===== src/rtl/cop_interlock_pkg.sv =====
package cop_interlock_pkg;
  typedef struct packed {
    logic engine;
    logic gap;
    logic cart;
  } stall_t;

  function automatic logic any_stall(input stall_t s);
    return s.engine | s.gap | s.cart;
  endfunction
endpackage


===== src/rtl/cop_window_decode.sv =====
module cop_window_decode #(
  parameter int ADDR_W = 16,
  parameter logic [ADDR_W-1:0] WIN_BASE = 16'hFC00,
  parameter logic [ADDR_W-1:0] WIN_MASK = 16'hFF00
) (
  input  logic [ADDR_W-1:0] addr,
  output logic              hit
);
  assign hit = ((addr & WIN_MASK) == WIN_BASE);
endmodule


===== src/rtl/cop_gap_tracker.sv =====
module cop_gap_tracker #(
  parameter int GAP_CYCLES = 1
) (
  input  logic clk,
  input  logic rst,
  input  logic accept,
  output logic hold
);
  generate
    if (GAP_CYCLES == 0) begin : g_none
      assign hold = 1'b0;
    end else begin : g_cnt
      localparam int W = $clog2(GAP_CYCLES + 1);
      logic [W-1:0] cnt;
      always_ff @(posedge clk) begin
        if (rst)               cnt <= '0;
        else if (accept)       cnt <= W'(GAP_CYCLES);
        else if (cnt != '0)    cnt <= cnt - 1'b1;
      end
      assign hold = (cnt != '0);
    end
  endgenerate
endmodule


===== src/rtl/cop_blackout_timer.sv =====
module cop_blackout_timer #(
  parameter int BLACKOUT_CYCLES = 12
) (
  input  logic clk,
  input  logic rst,
  input  logic start,
  output logic hold
);
  localparam int W = $clog2(BLACKOUT_CYCLES + 1);
  logic [W-1:0] cnt;

  always_ff @(posedge clk) begin
    if (rst)            cnt <= '0;
    else if (start)     cnt <= W'(BLACKOUT_CYCLES);
    else if (cnt != '0) cnt <= cnt - 1'b1;
  end

  // the strobe cycle itself is already blocked
  assign hold = start | (cnt != '0);
endmodule


===== src/rtl/cop_bus_interlock.sv =====
module cop_bus_interlock
  import cop_interlock_pkg::*;
#(
  parameter int ADDR_W = 16,
  parameter logic [ADDR_W-1:0] WIN_BASE = 16'hFC00,
  parameter logic [ADDR_W-1:0] WIN_MASK = 16'hFF00,
  parameter int GAP_CYCLES = 1,
  parameter int BLACKOUT_CYCLES = 12
) (
  input  logic              clk,
  input  logic              rst,
  input  logic              cpu_valid,
  input  logic [ADDR_W-1:0] cpu_addr,
  output logic              cpu_ready,
  input  logic              eng_busy,
  input  logic              unsafe_sel,
  input  logic              cart_wr_go
);
  logic   win_hit;
  logic   gap_hold;
  logic   cart_hold;
  logic   win_accept;
  stall_t why;

  cop_window_decode #(.ADDR_W(ADDR_W), .WIN_BASE(WIN_BASE), .WIN_MASK(WIN_MASK))
    u_dec (.addr(cpu_addr), .hit(win_hit));

  cop_gap_tracker #(.GAP_CYCLES(GAP_CYCLES))
    u_gap (.clk(clk), .rst(rst), .accept(win_accept), .hold(gap_hold));

  cop_blackout_timer #(.BLACKOUT_CYCLES(BLACKOUT_CYCLES))
    u_cart (.clk(clk), .rst(rst), .start(cart_wr_go), .hold(cart_hold));

  always_comb begin
    why.engine = eng_busy & unsafe_sel;
    why.gap    = gap_hold;
    why.cart   = cart_hold;
  end

  assign cpu_ready  = ~win_hit | ~any_stall(why);
  assign win_accept = cpu_valid & cpu_ready & win_hit;
endmodule


===== config.mk =====
export PLATFORM = sky130hd
export DESIGN_NAME = cop_bus_interlock
export DESIGN_NICKNAME = d
export VERILOG_FILES = /design/src/rtl/cop_interlock_pkg.sv /design/src/rtl/cop_window_decode.sv /design/src/rtl/cop_gap_tracker.sv /design/src/rtl/cop_blackout_timer.sv /design/src/rtl/cop_bus_interlock.sv
export SDC_FILE = /design/constraint.sdc
export NUM_CORES = 1
export LEC_CHECK = 0
export ABC_CLOCK_PERIOD_IN_PS = 3200
export BUFFER_PORTS_ARGS = -buffer_cell sky130_fd_sc_hd__buf_2
export CAP_MARGIN = 25
export CORE_AREA = 5 5 42 44
export DETAILED_ROUTE_END_ITERATION = 16
export DIE_AREA = 0 0 47 49
export PLACE_DENSITY = 0.45
export SYNTH_ARGS = -nofsm -noshare
export SYNTH_HDL_FRONTEND = slang
export SYNTH_SLANG_ARGS = --single-unit

===== constraint.sdc =====
create_clock -name clk -period 3.2 [get_ports clk]
set_input_delay 0.32 -clock clk [delete_from_list [all_inputs] [get_ports clk]]
set_output_delay 0.32 -clock clk [all_outputs]
set_load 0.01 [all_outputs]

* Yosys cells after proc, flatten, opt, wreduce, memory -nomap -nowiden
Index checks and enable logic that the tools add are counted.
** Word-level totals
- Flip-flop bits (word level) :: 5
- Bits of input ports :: 22
- Output and inout port bits :: 1
- Word-level logic and storage cells :: 22
** Cells by class
- Equal/unequal tests :: 1
- $add $sub $neg :: 2
- Reductions and logical operators :: 3
- Bitwise logic cells :: 9
- Mux-type cells :: 4
** Operators with widths (number)
- $eq 8x8->1 const B :: 1
- $mux 4 :: 2
- $or 1x1->1 :: 4
- $reduce_bool 4->1 :: 1
- $sub 4x1->4 const B :: 1
- $and 1x1->1 :: 3
- $mux 1 :: 2
- $not 1->1 :: 2
- $reduce_bool 2->1 :: 1
- $reduce_or 2->1 :: 1
- $sub 1x1->1 const B :: 1

* Logic depth before layout (Yosys ltp)
Gate-level depths: netlist of the first run.
- Depth in word-level cells :: 8
- Gate-level depth with buffers :: 5
- Depth with buffers taken out :: 5

* Modules after synthesis
From an unflattened synthesis of the first run, not the netlist that was laid out.
** Unflattened totals
- Cells, all modules :: 32
- Area, all modules :: 286.5 um2
** Modules (own cells, without submodules)
- cop_blackout_timer :: area each 210.2 um2, sequential area each 80.1 um2, cells an instance 23, times used 1
- cop_gap_tracker :: area each 33.8 um2, sequential area each 20.0 um2, cells an instance 2, times used 1
- cop_window_decode :: area each 22.5 um2, sequential area each 0.0 um2, cells an instance 3, times used 1
- cop_bus_interlock :: area each 20.0 um2, sequential area each 0.0 um2, cells an instance 4, times used 1

* Least setup slack after synthesis of the first run
No wires, ideal clock.
- Kind :: register to output
- Start :: register u_cart.cnt[0]
- End :: output cpu_ready
- Buffers on the path :: 0
- Data required time :: 2880 ps
- Cell stages (with the launch flop) :: 6
- Path slack :: 1881 ps
- Arrival :: 999 ps
- Path through :: dfxtp_1 -> inv_1 -> ha_1 -> nor3b_4 -> nand2_1 -> nand2_1
** Between the ends
- Cells in the longest elaborated chain, start to end :: 5
** Ends and longest elaborated chain
- from (decl) :: line cop_blackout_timer.sv:10 : logic [W-1:0] cnt;
- from (signal assigned) :: line cop_blackout_timer.sv:14 : else if (start) cnt <= W'(BLACKOUT_CYCLES);
- from (signal assigned) :: line cop_blackout_timer.sv:15 : else if (cnt != '0) cnt <= cnt - 1'b1;
- $reduce_bool 4->1 :: line cop_blackout_timer.sv:19 : assign hold = start | (cnt != '0);
- $or 1x1->1 :: line cop_blackout_timer.sv:19
- $or 1x1->1 :: line cop_interlock_pkg.sv:9 : return s.engine | s.gap | s.cart;
- $not 1->1 :: line cop_bus_interlock.sv:40 : assign cpu_ready = ~win_hit | ~any_stall(why);
- $or 1x1->1 :: line cop_bus_interlock.sv:40
- to (decl) :: line cop_bus_interlock.sv:14 : output logic cpu_ready,
Every way passes these cells.

* Worst setup path in the final report of the first run
- Start :: register u_cart.cnt[1]
- End :: output cpu_ready
The elaborated chain is that of the path after synthesis.

==> key figures, run 1 <==
Finish
  – Layout fillers: ~160
  – Final net count: 70
  – Commonest cells after routing, fill and taps aside: buf_2 (14), dfxtp_1 (5), nand2_1 (4)
  – Layout cells sized above 1: a little under half
  – Area growth syn-to-layout: 43.9%
  – Most common cell after layout, fill and taps aside: buf_2
  – Ant diodes: 0

Power and ir drop
  – Reg power frac: about two fifths
  – Psw: between 40 and 50 uW
  – Clk pwr share: a little under two fifths
  – Static leakage: 0.165 nW
  – Logic pwr share: ~23%
  – Worst VDD drop: roughly 0.17 mV
  – Sw Share: 24.6%
  – Int Power: 138 uW
  – Pwr/cell area: slightly below 500 mW/mm^2

Place
  – # port buffers: 14
  – Setup WS pre-CTS: around 1.7 ns
  – DP Wirelength: 476 um
  – Gp weighted congestion: around 0.62

STA
  – Worst Tran Pin Value: between 0.2 and 0.3 ns
  – Max frequency: 578 MHz
  – Unrepaired setup endpoints after global routing: no
  – Slew headroom: around four fifths
  – Final Worst Setup Slack: between 1 and 1.5 ns
  – Slew Viols, Final: 0
  – Final Hold Viols: 0
  – Setup TNS Final: 0 ns
  – Final setup vio count: 0
  – Worst Skew: 0.00301 ns
  – Final worst path period share: 54.0%
  – Fin crit period: between 1.5 and 2 ns

Synth
  – Yosys cell types: 17
  – Post-synthesis sequential area ratio: approximately 38%
  – Synth Net Count: just over 50
  – Seq cells post-synth: 5
  – Ys Warns: 0
  – Mapped cell area: between 200 and 300 sq um
  – Syn avg cell area: between 9 and 10 sq um
  – Cells after Synth: 28

Die
  – Die X: 47 um
  – Die Height: 49 um
  – Full die area: 0.00230 sq mm
  – I/O pin cnt: 23
  – Standard-cell rows: 14
  – Core ar.: approximately 0.0014 sq mm
  – Initial Util: between 10% and 20%

Global routing
  – Vias in the first global route: between 200 and 300
  – Largest net degree at the start of global routing: 6
  – GRT Util Overall: between 5 and 6%
  – Global route overflow: 0
  – Initial antenna violation count: 0
  – Global-route wire length before repair: slightly above 900 um

Setup path
  – Critical R2R Launch: u_cart.cnt[1]
  – CP cell instances: inv_1 > ha_1 > nor3b_4 > nand2_1 > nand2_1 > buf_2
  – Crit. Startpoint: u_cart.cnt[1]
  – Crit path top cell by count: nand2_1
  – Flop-to-flop setup slack: ~1.8 ns
  – Crit-path max FO: 4
  – Number of cells on the critical path: 6
  – Startpoint Class: register
  – R2R cell count: 5
  – FF-to-FF End: u_cart.cnt[1]
  – Arr. time, crit path: between 1 and 1.5 ns
  – Worst path required time: 2.88 ns
  – Slowest stage cell, crit path: dfxtp_1
  – CP peak stage delay: approximately 0.3 ns
  – Worst setup path end: cpu_ready
  – Crit path capture type: output port
  – CP bufs+invs: 2
  – CP Class: reg2out
  – CP delay by family, top: simple AND/OR/NAND/NOR gates

Routing
  – Post-route DRC: 0
  – Met1 Routed Length: 191 um
  – Vias: around 260
  – Wire per inst: approximately 8 um
  – Total Wirelength: between 500 and 600 um
  – DR WL met2: about 290 um
  – Vias/cell: around 4.3
  – DRT Pass-1 Iters: 2
  – Initial DRC Count: 5
  – Antenna-violating nets left: 0
  – Top Layer Used: met3
  – WL met3: ~28 um

CTS
  – CTS H-tree lvls: 1
  – Post-cts resize count: 0
  – Clk slew on worst S/H paths: 0.04 ns
  – Hold buffers post-CTS: 0
  – Postcts setup bufs: 0
  – Clk root buf: clkbuf_4
  – Number of CTS-inserted buffers: 3
  – Worst skew pair latency: about 0.23 ns
  – CTS tree: built
  – Clock sinks: 5
  – Bufs on Longest Clock Path: 2

Outcome
  – Run status: completed

Flow run
  – Maxcap violations: 0

Min path
  – Worst hold path class: in2reg
## sequential cells by signal (all words and copies together), names as in the netlist
name / flops
u_gap.hold: 1
u_cart.cnt: 4
## synth_stat cells, drive strengths merged
library cell | n | area, sq um
xnor2 | 1 | 8.76
nor4 | 1 | 6.26
nand2 | 4 | 15.0
mux2i | 1 | 10.0
mux2 | 1 | 11.3
nand4 | 1 | 6.26
inv | 3 | 11.3
a2111oi | 1 | 15.0
nor2b | 1 | 6.26
and4bb | 1 | 12.5
a21oi | 2 | 10.0
a211oi | 1 | 7.51
nor3b | 1 | 18.8
nor3 | 2 | 10.0
nor2 | 1 | 3.75
dfxtp | 5 | 100
ha | 1 | 12.5
## cell families after synthesis
logic type | count (synthesis) | synth area share, %
simple gates | 12 | 29.7
mux | 2 | 8.02
xor+xnor | 1 | 3.30
flops | 5 | 37.7
fa+ha+maj | 1 | 4.72
buf+inv | 3 | 4.24
compound gates | 4 | 12.3
## power groups by stage
stage               clock network [mW]  logic (mW)  registers, mW
finish                          0.0699      0.0413         0.0723
global route                    0.0809      0.0472         0.0728
CTS                             0.0731      0.0424         0.0724
detailed placement                   0      0.0422         0.0735
global placement                     0      0.0419         0.0735
floorplan                            0      0.0291         0.0727
## worst reg2reg max path: cells and delay by family, from the launching register on
family / cells / cell delay (ns)
AO/OA/AOI/OAI: 1 / 0.32
adder cells (fa/ha/maj): 1 / 0.21
buffers and inverters: 1 / 0.09
flip-flops: 1 / 0.30
AND/OR/NAND/NOR: 2 / 0.39
## how the worst min path moves through the flow
stage,startpoint,end,cells after the start
CTS,cart_wr_go,u_cart.cnt[1],2
detailed placement,u_cart.cnt[1],u_cart.cnt[1],2
global route,cart_wr_go,u_cart.cnt[1],2
global placement,u_cart.cnt[1],u_cart.cnt[1],2
floorplan,rst,u_cart.cnt[1],1
finish,cart_wr_go,u_cart.cnt[1],2
## layer usage
| metal | vias to the layer above | GRT usage, % |
|---|---|---|
| li1 | 137 | - |
| met1 | 120 | 5.71 |
| met2 | 7 | 8.82 |
| met3 | 0 | 1.48 |
| met4 | 0 | 2.76 |
| met5 | - | 0 |
## through the flow
| stage | hold slack [ns] | utilization (%) | power, mW | area, sq um | instances |
|---|---|---|---|---|---|
| floorplan | 0.389 | - | 0.102 | 265 | 28 |
| global placement | 0.506 | 25.4 | 0.115 | 355 | 58 |
| detailed placement | 0.510 | 25.4 | 0.116 | 355 | 58 |
| CTS | 0.307 | 27.2 | 0.188 | 382 | 62 |
| global route | 0.310 | 27.2 | 0.201 | 382 | 62 |
| finish | 0.307 | 27.2 | 0.183 | 382 | 62 |
## cell type report
cell class	count	area, sq um	area share, %
Clock buffer	4	26.3	6.89
Multi-Input combinational cell	20	154	40.3
Timing Repair Buffer	14	70.1	18.4
Tap cell	16	20.0	5.25
Inverter	3	11.3	2.95
Sequential cell	5	100	26.2
Power figures use the tool's default switching activity.
==> run 2: changes to the inputs <==
--- a/config.mk
+++ b/config.mk
@@ -5,7 +5,7 @@
 export SDC_FILE = /design/constraint.sdc
 export NUM_CORES = 1
 export LEC_CHECK = 0
-export ABC_CLOCK_PERIOD_IN_PS = 3200
+export ABC_CLOCK_PERIOD_IN_PS = 1700
 export BUFFER_PORTS_ARGS = -buffer_cell sky130_fd_sc_hd__buf_2
 export CAP_MARGIN = 25
 export CORE_AREA = 5 5 42 44
==> constraint.sdc (replaced) <==
create_clock -name clk -period 1.7 [get_ports clk]
set_input_delay 0.17 -clock clk [delete_from_list [all_inputs] [get_ports clk]]
set_output_delay 0.17 -clock clk [all_outputs]
set_load 0.01 [all_outputs]
==> run 2 against run 1 <==
Net effect:
- sequential cell count did not move
- critical path depth did not move
- global-route usage did not move
- via count rose by 0.38%
- routed wire length rose by 2.7%
- first-iteration DRC count did not move
- power rose by 92%
- register-to-register slack got worse by 1.5 ns
- sequential power rose by 88%
- cell count rose by 1.6%
- non-clock buffer count rose by 1
- largest cell class unchanged
- largest power group unchanged
- highest routed layer unchanged
==> key figures, run 2 (same netlist as run 1, synthesis figures left out) <==
Global routing
  – GRT Util Overall: under 10%
  – Global-route wire length before repair: 917 um
  – Largest net degree at the start of global routing: 6
  – Vias in the first global route: roughly 260
  – Initial antenna violation count: 0
  – Global route overflow: 0

Setup path
  – Worst path required time: about 1.5 ns
  – CP bufs+invs: 2
  – CP delay by family, top: simple AND/OR/NAND/NOR gates
  – Slowest stage cell, crit path: dfxtp_1
  – Crit-path max FO: 4
  – Arr. time, crit path: between 1 and 1.5 ns
  – Startpoint Class: register
  – Crit path capture type: output port
  – CP cell instances: inv_1 > ha_1 > nor3b_4 > nand2_1 > nand2_1 > buf_2
  – Crit path top cell by count: nand2_1
  – CP peak stage delay: 0.31 ns
  – CP Class: reg2out

STA
  – Final hold slack: about 0.16 ns
  – Unrepaired setup endpoints after global routing: no
  – Final setup vio count: 0
  – Slew Viols, Final: 0
  – Final Hold Viols: 0
  – Worst Tran Pin Value: 0.288 ns
  – Fin crit period: between 1.5 and 2 ns
  – Final worst path period share: between 90% and 100%
  – Max frequency: 638 MHz
  – Slew headroom: 80.7%
  – Worst Skew: between 0.002 and 0.003 ns
  – Setup TNS Final: 0 ns

Power and ir drop
  – Pwr/cell area: ~900 mW/mm^2
  – Static leakage: around 0.17 nW
  – Final Power: roughly 350 uW
  – Worst VDD drop: approximately 0.32 mV

Outcome
  – Run status: completed

Routing
  – Total Wirelength: about 520 um
  – DRT Pass-1 Iters: 2
  – Vias: approximately 270
  – Wire per inst: 8.32 um
  – Antenna-violating nets left: 0
  – Post-route DRC: 0
  – Initial DRC Count: 5
  – Vias/cell: 4.21

Finish
  – Area growth syn-to-layout: 46.7%
  – Sequential Area: 100 sq um
  – Layout cells sized above 1: roughly 47%
  – Layout fillers: 164
  – Max reg flops: 4
  – Most flop-heavy register: u_cart.cnt
  – Most common cell after layout, fill and taps aside: buf_2
  – Final net count: 71
  – Ant diodes: 0
  – Commonest cells after routing, fill and taps aside: buf_2 (14), dfxtp_1 (5), nand2_1 (4)
  – Multi-input logic area: about 150 sq um

Die
  – I/O pin cnt: 23
  – Die X: about 47 um
  – Full die area: between 0.002 and 0.0025 sq mm
  – Core ar.: ~0.0014 sq mm
  – Standard-cell rows: 14
  – Initial Util: 18.9%
  – Die Height: approximately 50 um

Min path
  – Worst hold path class: in2reg

CTS
  – CTS H-tree lvls: 1
  – Number of CTS-inserted buffers: 3
  – Hold buffers post-CTS: 0
  – Clock sinks: 5
  – Post-cts resize count: 0
  – Clk slew on worst S/H paths: around 0.04 ns
  – Postcts setup bufs: 0
  – Bufs on Longest Clock Path: 2
  – Worst skew pair latency: approximately 0.23 ns
  – Clk root buf: clkbuf_4
  – CTS tree: built

Place
  – Gp weighted congestion: approximately 0.62
  – # port buffers: 14
  – DP Wirelength: about 480 um

Flow run
  – Maxcap violations: 0
==> run 2: cell types whose count changed in the layout (fill, tap and decap cells not counted) <==
| cell | before | now |
|---|---|---|
| buf_4 | 0 | 1 |
==> run 2: area by class of cell <==
| cell class | instances | area share, % |
|---|---|---|
| repair buffers | 15 | 19.9 |
| clock buffers | 4 | 6.75 |
| flip-flops and latches | 5 | 25.7 |
| multi-input cells | 20 | 39.5 |
| inverters | 3 | 2.89 |
| well taps | 16 | 5.14 |
==> run 2: path summary, 6_finish.rpt <==
| path | startpoint | to | slack, ns | cells after the start |
|---|---|---|---|---|
| worst min-delay path | cart_wr_go | u_cart.cnt[1] | 0.16 | 2 |
| worst max register to register | u_cart.cnt[1] | u_cart.cnt[1] | 0.31 | 5 |
| worst max-delay path | u_cart.cnt[1] | cpu_ready | 0.13 | 6 |
| worst min register to register | u_cart.cnt[1] | u_cart.cnt[1] | 0.51 | 2 |
==> run 2: worst register-to-register path, stage by stage (launching register included) <==
cell	delay, ns
dfxtp_1	0.31
inv_1	0.09
ha_1	0.21
nor3b_4	0.28
nor2b_1	0.09
a2111oi_2	0.32
==> run 2: per-stage QoR <==
stage | utilization [%] | worst slack [ns] | instance area (sq um) | std cells
2_1_floorplan | - | 0.409 | 265 | 28
3_3_place_gp | 25.4 | 0.293 | 355 | 58
3_5_place_dp | 25.4 | 0.271 | 355 | 58
4_1_cts | 27.2 | 0.0835 | 382 | 62
5_1_grt | 27.8 | 0.0145 | 389 | 63
6_report | 27.8 | 0.134 | 389 | 63
==> run 2: power breakdown <==
group | internal [mW] | leakage (nW) | total (mW) | switching, mW
Combinational | 0.0490 | 0.114 | 0.0837 | 0.0346
Sequential | 0.128 | 0.0413 | 0.136 | 0.00867
Clock | 0.0884 | 0.0150 | 0.131 | 0.0431
==> run 2: per-layer routing <==
| layer | wire, um | vias to the layer above | track usage, % |
|---|---|---|---|
| met2 | 287 | 7 | 8.82 |
| met1 | 209 | 121 | 5.71 |
| met3 | 28 | 0 | 1.48 |
| met5 | 0 | - | 0 |
| met4 | 0 | 0 | 2.76 |
| li1 | - | 137 | - |
==> run 3: changes to the inputs <==
--- a/config.mk
+++ b/config.mk
@@ -11,7 +11,9 @@
 export CORE_AREA = 5 5 42 44
 export DETAILED_ROUTE_END_ITERATION = 16
 export DIE_AREA = 0 0 47 49
-export PLACE_DENSITY = 0.45
+export HOLD_SLACK_MARGIN = 0.1
+export PLACE_DENSITY = 0.46
 export SYNTH_ARGS = -nofsm -noshare
 export SYNTH_HDL_FRONTEND = slang
+export SYNTH_HIERARCHICAL = 1
 export SYNTH_SLANG_ARGS = --single-unit
==> run 3 against run 2 <==
Net effect:
- the run now ends with setup timing left
- sequential cell count did not move
- sequential power barely moved
- sequential share of layout area is 4.0 points lower
- clock power increased by 3%
- power is 16% higher
==> key figures, run 3 <==
Routing
  – Wire per inst: 9.17 um
  – Vias: 299
  – Total Wirelength: 651 um
  – Initial DRC Count: 3
  – Post-route DRC: 0
  – Antenna-violating nets left: 0
  – DRT Pass-1 Iters: 4
  – Vias/cell: around 4.2

Flow run
  – Maxcap violations: 0

Place
  – # port buffers: 14
  – DP Wirelength: ~500 um
  – Gp weighted congestion: 0.714
  – Placed Cells: 64

Finish
  – Area growth syn-to-layout: 62.9%
  – Multi-input logic area: around 190 sq um
  – Most common cell after layout, fill and taps aside: buf_2
  – Layout cells sized above 1: between 50% and 60%
  – Ant diodes: 0
  – Most flop-heavy register: u_cart/cnt
  – Post-route insts no fill: 71
  – Commonest cells after routing, fill and taps aside: buf_2 (14), buf_4 (6), nor2_1 (4), dfxtp_1 (4)
  – Layout fillers: approximately 160
  – Final net count: 80
  – Sequential Area: about 100 sq um
  – Max reg flops: 4

CTS
  – Number of CTS-inserted buffers: 3
  – Clock sinks: 5
  – Worst skew pair latency: about 0.24 ns
  – CTS tree: built
  – Clk root buf: clkbuf_4
  – Bufs on Longest Clock Path: 2
  – CTS H-tree lvls: 1
  – Clk slew on worst S/H paths: about 0.04 ns

Synth
  – Post-synth EDFFs: 0
  – Ys Warns: 6
  – Top post-synthesis cells by area: dfxtp_1 (35%), ha_1 (8.7%), a2111oi_2 (5.2%), nor2_1 (5.2%), nor2b_4 (4.8%)
  – Syn avg cell area: about 9 sq um
  – Seq cells post-synth: 5
  – Area share of the largest cell type after synthesis: between 30% and 40%
  – Mapped cell area: between 200 and 300 sq um
  – Synth Net Count: between 50 and 60
  – Biggest area consumer among synthesized cells: dfxtp_1
  – Count leader, synth: dfxtp_1
  – Post-synthesis sequential area ratio: between 30% and 40%
  – Ys async rst share: 0%
  – Cells after Synth: 32
  – Synth Flop Type: dfxtp_1
  – Commonest cells post-synth: dfxtp_1 (5), nor2_1 (4), inv_1 (3), nand2_1 (3)
  – Yosys cell types: 18

Power and ir drop
  – Pwr/cell area: about 870 mW/mm^2
  – Static leakage: approximately 0.21 nW
  – Worst VDD drop: roughly 0.39 mV
  – Final Power: 408 uW

Outcome
  – Run status: finished with violations
  – Violated checks: setup timing

STA
  – Slew headroom: 83.3%
  – Worst Tran Pin Value: 0.251 ns
  – Max frequency: 540 MHz
  – Slew Viols, Final: 0
  – Unrepaired setup endpoints after global routing: yes
  – Final Hold Viols: 0
  – Final setup vio count: 1
  – Worst Skew: about 0.0033 ns
  – Final worst path period share: 109%
  – Fin crit period: approximately 1.9 ns
  – Final Worst Setup Slack: -0.152 ns

Setup path
  – CP cell instances: inv_2 > ha_4 > or3b_4 > nand2b_4 > a211o_1 > nand2_1 > buf_2
  – Crit-path max FO: 2
  – CP peak stage delay: around 0.37 ns
  – Arr. time, crit path: between 1.5 and 2 ns
  – Startpoint Class: register
  – Worst path required time: 1.53 ns
  – Slowest stage cell, crit path: or3b_4
  – CP Class: reg2out
  – Crit path capture type: output port

Die
  – Full die area: approximately 0.0023 sq mm
  – Standard-cell rows: 14
  – Initial Util: about 20%
  – Core ar.: around 0.0014 sq mm
  – I/O pin cnt: 23
  – Die Height: about 49 um
  – Die X: between 40 and 50 um

Global routing
  – Global-route wire length before repair: approximately 1100 um
  – Initial antenna violation count: 0
  – Vias in the first global route: approximately 310
  – GRT Util Overall: around 7.0%
  – Largest net degree at the start of global routing: 6
  – Global route overflow: 0

Min path
  – Worst hold path class: in2reg
[run 3: where the power goes]
group          switching, mW  total (mW)  internal [mW]  leakage (nW)
Combinational         0.0550       0.136         0.0809         0.154
Sequential           0.00794       0.137          0.129        0.0417
Clock                 0.0465       0.135         0.0886        0.0150
[run 3: area by class of cell]
type                            instances  share of cell area (%)
Multi-Input combinational cell         23                    41.3
Inverter                                3                    2.41
Timing Repair Buffer                   20                    24.7
Clock buffer                            4                    5.63
Sequential cell                         5                    21.7
Tap cell                               16                    4.29
[run 3: repair_timing]
action	4_1_cts	5_1_grt
setup buffers	3	0
hold buffers	0	0
resized for setup	6	1
pin swaps	2	0
gates cloned	0	0
setup endpoints to repair	1	2
[run 3: worst paths after layout]
path	to	cells past startpoint	slack, ns	start
setup / recovery	cpu_ready	7	-0.15	u_cart/cnt[1]
hold / removal	u_cart/cnt[1]	2	0.15	cart_wr_go
setup reg to reg	u_cart/cnt[1]	6	0.09	u_cart/cnt[1]
hold reg to reg	u_cart/cnt[3]	2	0.57	u_cart/cnt[3]
[run 3: metal layers]
layer | routed length [um] | track usage (%) | part of all wire, % | vias up
met2 | 361 | 11.3 | 55 | 14
met5 | 0 | 0 | 0 | -
met1 | 225 | 6.15 | 35 | 128
li1 | - | - | - | 155
met4 | 19 | 8.29 | 2.9 | 0
met3 | 44 | 1.48 | 6.8 | 2
[run 3: kinds of logic (layout without fill, tap and decap cells)]
kind of cell | after synthesis | after routing | share of synthesized area (%)
and+or+nand+nor | 14 | 14 | 29.3
DFF | 5 | 5 | 34.9
AOI/OAI and AO/OA | 4 | 4 | 11.8
buffers and inverters | 4 | 27 | 5.67
adders and majority gates | 2 | 2 | 8.73
xor gates and xnor gates | 2 | 2 | 6.11
muxes | 1 | 1 | 3.49
[run 3: metrics by stage]
step           worst slack [ns]  TNS [ns]  utilization (%)  cell area (sq um)  hold slack [ns]
6_report                 -0.152    -0.152             33.3                467            0.153
5_1_grt                  -0.228    -0.228             33.3                467            0.156
4_1_cts                  -0.156    -0.156             33.1                464            0.141
3_5_place_dp            0.00980         0             28.1                394            0.403
3_3_place_gp             0.0295         0             28.1                394            0.403
2_1_floorplan            0.0208         0                -                287            0.234
[run 3: critical path: cells and delay by family, from the launching register on]
kind,cells,cell delay (ns)
buffers and inverters,2,0.19
adder cells (fa/ha/maj),1,0.13
AND/OR/NAND/NOR,3,0.57
flip-flops,1,0.31
AO/OA/AOI/OAI,1,0.23
